## config.mk

```make
export PLATFORM = sky130hd
export DESIGN_NAME = ttas_lock_agent
export DESIGN_NICKNAME = d
export VERILOG_FILES = /design/src/rtl/ttas_lock_agent.sv
export SDC_FILE = /design/constraint.sdc
export NUM_CORES = 1
export LEC_CHECK = 0
export CORE_AREA = 2 2 39 41
export CTS_CLUSTER_DIAMETER = 200
export CTS_CLUSTER_SIZE = 24
export DETAILED_ROUTE_END_ITERATION = 12
export DIE_AREA = 0 0 41 43
export DONT_BUFFER_PORTS = 1
export GPL_ROUTABILITY_DRIVEN = 0
export PLACE_DENSITY = 0.8
export SYNTH_ARGS = -nofsm -noshare
export SYNTH_HDL_FRONTEND = slang
export SYNTH_SLANG_ARGS = --single-unit
```

## constraint.sdc

```tcl
create_clock -name clk -period 1.65 [get_ports clk]
set_clock_uncertainty 0.1 [all_clocks]
set_input_delay 0.2475 -clock clk [delete_from_list [all_inputs] [get_ports clk]]
set_output_delay 0.2475 -clock clk [all_outputs]
set_load 0.02 [all_outputs]
```

## src/rtl/ttas_lock_agent.sv

```systemverilog
module ttas_lock_agent #(
  parameter int ADDR_W    = 16,
  parameter int DATA_W    = 8,
  parameter logic [ADDR_W-1:0] LOCK_ADDR = 16'h0040,
  parameter int RETRY_GAP = 3
) (
  input  logic              clk,
  input  logic              rst_n,
  input  logic              acq_req,
  input  logic              rel_req,
  output logic              granted,
  output logic              rel_err,
  output logic              mem_req_valid,
  input  logic              mem_req_ready,
  output logic [1:0]        mem_req_op,
  output logic [ADDR_W-1:0] mem_req_addr,
  output logic [DATA_W-1:0] mem_req_wdata,
  input  logic              mem_rsp_valid,
  input  logic [DATA_W-1:0] mem_rsp_data
);

  localparam int GAP_W = (RETRY_GAP > 0) ? $clog2(RETRY_GAP + 1) : 1;
  localparam logic [GAP_W-1:0] GAP_LOAD = GAP_W'(RETRY_GAP);
  localparam logic [1:0] OP_RD = 2'b00, OP_SW = 2'b01, OP_ST = 2'b10;

  typedef enum logic [2:0] {IDLE, READ_SPIN, SWAP, HELD, RELEASE} st_t;

  st_t             st;
  logic            pend;
  logic [GAP_W-1:0] gap;

  wire mem_state = (st == READ_SPIN) || (st == SWAP) || (st == RELEASE);
  wire rsp_ok    = mem_rsp_valid && pend;
  wire lock_free = (mem_rsp_data == '0);

  assign granted       = (st == HELD);
  assign mem_req_valid = mem_state && !pend && (gap == '0);
  assign mem_req_op    = (st == SWAP) ? OP_SW : (st == RELEASE) ? OP_ST : OP_RD;
  assign mem_req_addr  = LOCK_ADDR;
  assign mem_req_wdata = (st == SWAP) ? DATA_W'(1) : '0;

  always_ff @(posedge clk) begin
    if (!rst_n) begin
      st      <= IDLE;
      pend    <= 1'b0;
      gap     <= '0;
      rel_err <= 1'b0;
    end else begin
      rel_err <= rel_req && (st != HELD);
      if (mem_req_valid && mem_req_ready) pend <= 1'b1;
      if (gap != '0) gap <= gap - 1'b1;
      case (st)
        IDLE: if (acq_req) st <= READ_SPIN;
        READ_SPIN:
          if (rsp_ok) begin
            pend <= 1'b0;
            if (lock_free) st <= SWAP;
            else gap <= GAP_LOAD;
          end
        SWAP:
          if (rsp_ok) begin
            pend <= 1'b0;
            if (lock_free) st <= HELD;
            else begin
              st  <= READ_SPIN;
              gap <= GAP_LOAD;
            end
          end
        HELD: if (rel_req) st <= RELEASE;
        RELEASE:
          if (rsp_ok) begin
            pend <= 1'b0;
            st   <= IDLE;
          end
        default: st <= IDLE;
      endcase
    end
  end

endmodule

```

==> Yosys cells after proc, flatten, opt, wreduce, memory -nomap -nowiden <==
Index checks and enable logic that the tools add are counted.
{ "totals": {"regBits": 7, "latch_bits": 0, "ram_bits": 0, "mem_bits_ro": 0, "inputBits": 14, "output_inout_bits": 29, "memories": 0} }
{ "op_classes": {"addsub": 1, "n_mul": 0, "n_div": 0, "n_lt_le_gt_ge": 0, "n_eq_ne": 11, "n_shift": 0, "n_mux": 18, "bitwise_logic": 0, "reduce_logical": 15} }
{ "ops": {"columns": ["op", "count"], "rows": [
  ["2-to-1 mux 3 bit", 6],
  ["case mux 3 bit (5 select lines)", 1],
  ["2-to-1 mux 2 bit", 7],
  ["inequality test 2 bit (second input constant)", 6],
  ["zero test 8 bit", 1],
  ["== test 3 x 2 -> 1 bit (second input constant)", 2],
  ["AND reduction 6 bit", 1],
  ["logical AND 1 bit", 5],
  ["2-to-1 mux 1 bit", 4],
  ["== test 3 x 1 -> 1 bit (second input constant)", 1],
  ["== test 3 bit (second input constant)", 1],
  ["zero test 3 bit", 1],
  ["inequality test 3 x 2 -> 1 bit (second input constant)", 1],
  ["OR reduction 3 bit", 1],
  ["zero test 2 bit", 1],
  ["logical OR 1 bit", 2],
  ["nonzero test 2 bit", 1],
  ["OR reduction 2 bit", 1],
  ["subtractor 2 x 1 -> 2 bit (second input constant)", 1],
  ["zero test 1 bit", 1]
]} }

==> Longest topological paths before layout <==
{ "logic_depth": {"word_depth": 9, "mapped_depth": 5, "mapped_depth_nobuf": 3} }

==> Least setup slack after synthesis <==
No wires, ideal clock.
{ "synth_timing": {"path_type": "flip-flop to output port", "from": "register st[1]", "to": "output mem_req_wdata[0]", "arrival_ns": 1.385, "setup_slack_ns": -0.083, "path_stages_with_launch": 5, "n_path_buf": 3, "path_cell_list": "dfxtp_1 > buf_4 > buf_6 > nor3b_1 > buf_4"} }
{ "synth_via": {"elab_chain_cells": 2} }
{ "synth_rtl": {"columns": ["element", "line", "source"], "rows": [
  ["start: declaration", "28", "st_t st;"],
  ["start signal: assignment", "44", "st <= IDLE;"],
  ["start signal: assignment", "53", "IDLE: if (acq_req) st <= READ_SPIN;"],
  ["start signal: assignment", "57", "if (lock_free) st <= SWAP;"],
  ["== test 3 x 2 -> 1 bit", "40", "assign mem_req_wdata = (st == SWAP) ? DATA_W'(1) : '0;"],
  ["2-to-1 mux 1 bit", "40", null],
  ["end: declaration", "17", "output logic [DATA_W-1:0] mem_req_wdata,"]
]} }
Every way passes these cells.

==> Worst setup path after layout <==
{ "layout_timing": {"from": "register st[2]", "to": "output mem_req_valid"} }
{ "layout_via": {"elab_chain_cells": 5} }
{ "layout_rtl": {"columns": ["element", "line", "source"], "rows": [
  ["== test 3 x 1 -> 1 bit / == test 3 x 2 -> 1 bit (equally long branches)", "32", "wire mem_state = (st == READ_SPIN) || (st == SWAP) || (st == RELEASE);"],
  ["logical OR 1 bit", "32", null],
  ["logical OR 1 bit (*)", "32", null],
  ["logical AND 1 bit (*) (2 in series)", "37", "assign mem_req_valid = mem_state && !pend && (gap == '0);"],
  ["end: declaration", "13", "output logic mem_req_valid,"]
]} }
Every way passes the cells marked *; elsewhere a longest branch is shown, timed or not.

==> metrics.md <==
| Metric | Value |
|---|---|
| Routed WL per cell | `12.4 um` |
| Top FF cell, synth | `dfxtp_1` |
| VDD IR max | `~0.49 mV` |
| Worst EP arrival | `around 1.2 ns` |
| Vias in the first global route | `416` |
| Seq. cell area | `between 100 and 150 um2` |
| Crit. End Element | `primary output` |
| Cell variety after synth | `35` |
| Setup WS pre-CTS | `0.136 ns` |
| Share of cells above drive strength 1 | `20.7%` |
| Crit path max fanout | `10` |
| Synth Area per Inst | `roughly 8.8 um2` |
| Startpoint types | `register` |
| Leakage | `between 0.2 and 0.3 nW` |
| Top Ports | `between 40 and 50` |
| Worst setup startpoint | `st[2]$_SDFFE_PN0P_` |
| Area of the multi-input gates | `440 um2` |
| Final Cycle Share | `95.1%` |
| Hold crit path type | `primary input to register` |
| Kind of critical path | `register to primary output` |
| Total track usage | `14.9%` |
| Diode count | `0` |
| Worst EP required | `between 1 and 1.5 ns` |
| Crit path time final | `1.57 ns` |
| Initial antenna violation count | `0` |
| Yosys warnings | `0` |
| Most frequent cells in the layout | `conb_1, nor2b_1, dfxtp_1` |
| Core Box Area | `roughly 1400 um2` |
| Area of the die | `1760 um2` |
| Crit Reg-Reg Startpoint | `st[0]$_SDFFE_PN0P_` |
| Sequential power share | `between 40% and 50%` |
| Mapped Cells | `82` |
| Site Rows | `14` |
| Yosys reg bits | `7` |
| Cell Area, Synth | `slightly above 700 um2` |
| Max Slew Vio Count | `0` |
| Internal power | `0.000315 W` |
| Fill count | `140` |
| Power per cell area | `739 nW/um2` |
| Commonest non-fill, non-tap cell in the layout | `conb_1` |
| Clk_lat worst skew | `0.25 ns` |
| DRT Pass-1 Iters | `4` |
| Layout area overhead | `-8.49%` |
| Synth async-reset ratio | `0%` |
| Via count | `487` |
| First-pass GRT wire length | `1.79 mm` |
| Maximum clock path buffer count | `2` |
| Fin worst setup slack | `~0.081 ns` |
| # setup viols final | `0` |
| Switching pwr | `roughly 0.00017 W` |
| Clock Sinks | `7` |
| Clock power frac | `a little under a third` |
| Final Net Count | `97` |
| Status | `complete, no violations` |
| Comb power frac | `26.0%` |
| TritonCTS clock tree | `built` |
| Total gr overflow | `0` |
| Max Cap Viol | `0` |
| DR vias/cell | `4.97` |
| Unrepaired setup endpoints after global routing | `false` |
| Pin count of the biggest net entering global routing | `13` |
| 1st-iter DRT viols | `6` |
| DRC | `0` |
| Layout Utilization | `roughly 48%` |
| Worst Reg-to-Reg Cells | `3` |
| Seq/Total Area, Yosys | `19.4%` |
| FF-to-FF End | `pend$_SDFF_PN0_` |
| H-tree levels | `1` |
| Die Width | `41 um` |
| EDFF count, synth | `0` |
| Hold Violations, Final | `0` |
| Initial Utilization | `52.2%` |
| Routed WL | `approximately 1.2 mm` |
| Hold slack | `0.0171 ns` |
| CTS Buf Count | `3` |
| DP HPWL | `955 um` |
| R2r setup slk | `0.26 ns` |
| Post-DRT Antenna Nets | `0` |
| Worst Setup EP | `mem_req_valid` |
| CTS clk-pin slew, worst paths | `0.05 ns` |
| Fmax | `0.637 GHz` |
| IO Port Bufs | `0` |
| Net Sw Frac | `35.6%` |
| CTS root buf | `clkbuf_4` |
| Die height | `43 um` |
| Setup TNS | `0 ns` |
==> registers in the layout, summed over array words and instances (netlist names) <==
register / cells
gap: 2
pend: 1
rel_err: 1
st: 3
==> cells by family (layout without fill, tap and decap cells) <==
family	Yosys count	after routing	synth area share, %
simple gates	23	23	24.1
buf+inv	30	9	31.2
xor+xnor	2	2	2.43
flops	7	7	19.4
other cells	2	23	1.04
compound gates	18	18	21.8
==> layout make-up <==
class,instances,share of cell area (%)
multi-input cells,66,66.7
flip-flops and latches,7,21.8
clock buffers,4,3.98
repair buffers,3,3.41
well taps,16,3.03
inverters,2,1.14
==> cells in the mapped netlist, drive strengths merged, types with 2 or more instances <==
cell type	n	share of area (%)
o21ai	2	1.4
nor2b	4	3.5
nor3b	2	2.1
dfxtp	7	19
inv	2	1.0
a21oi	2	1.4
nor4	2	5.9
nor2	2	1.0
nand3b	2	2.6
nand2	2	1.0
conb	2	1.0
buf	28	30
and2	3	2.6
a32o	2	2.8
o21a	2	2.1
and3	2	1.7
==> timing repair <==
item / in CTS / in global routing
hold endpoints to repair: 0 / 0
setup buffers: 0 / 0
endpoints found under the setup margin: 1 / 2
pin swaps: 0 / 0
cloned: 0 / 0
hold buffers: 0 / 0
resized for setup: 2 / 1
==> per-layer routing <==
layer	part of all wire [%]	routed length (um)	global-route usage, %	vias up
li1	-	-	-	241
met1	36	441	16.9	217
met2	53	640	24.7	29
met3	11	134	7.33	0
met4	0	0	2.00	0
met5	0	0	0	-
==> stage by stage <==
stage | instance area (um2) | total power, W | instances
2_1_floorplan | 806 | 0.000370 | 103
3_3_place_gp | 631 | 0.000331 | 94
3_5_place_dp | 631 | 0.000335 | 94
4_1_cts | 659 | 0.000492 | 98
5_1_grt | 661 | 0.000513 | 98
6_report | 661 | 0.000488 | 98
==> critical path, stage by stage (launching register included) <==
cell and delay (ns):
dfxtp_2 0.37, o21ai_0 0.28, o211a_1 0.32
==> power groups by stage <==
stage	Sequential, W	Combinational (W)	Clock, W
detailed placement	0.000209	0.000125	0
global placement	0.000208	0.000123	0
floorplan	0.000193	0.000177	0
CTS	0.000207	0.000126	0.000158
global route	0.000211	0.000138	0.000165
finish	0.000208	0.000127	0.000153
==> worst min-delay path by stage <==
stage          startpoint                 to  slack (ns)  depth (start not counted)
6_report            rst_n  gap[1]$_SDFF_PN0_        0.02                          1
5_1_grt             rst_n  gap[1]$_SDFF_PN0_       0.008                          1
4_1_cts             rst_n  gap[1]$_SDFF_PN0_        0.01                          1
3_5_place_dp        rst_n  gap[1]$_SDFF_PN0_        0.27                          1
3_3_place_gp        rst_n  gap[1]$_SDFF_PN0_        0.27                          1
2_1_floorplan       rst_n  gap[1]$_SDFF_PN0_        0.26                          1
Note: power is estimated with default switching activity, not from simulation.
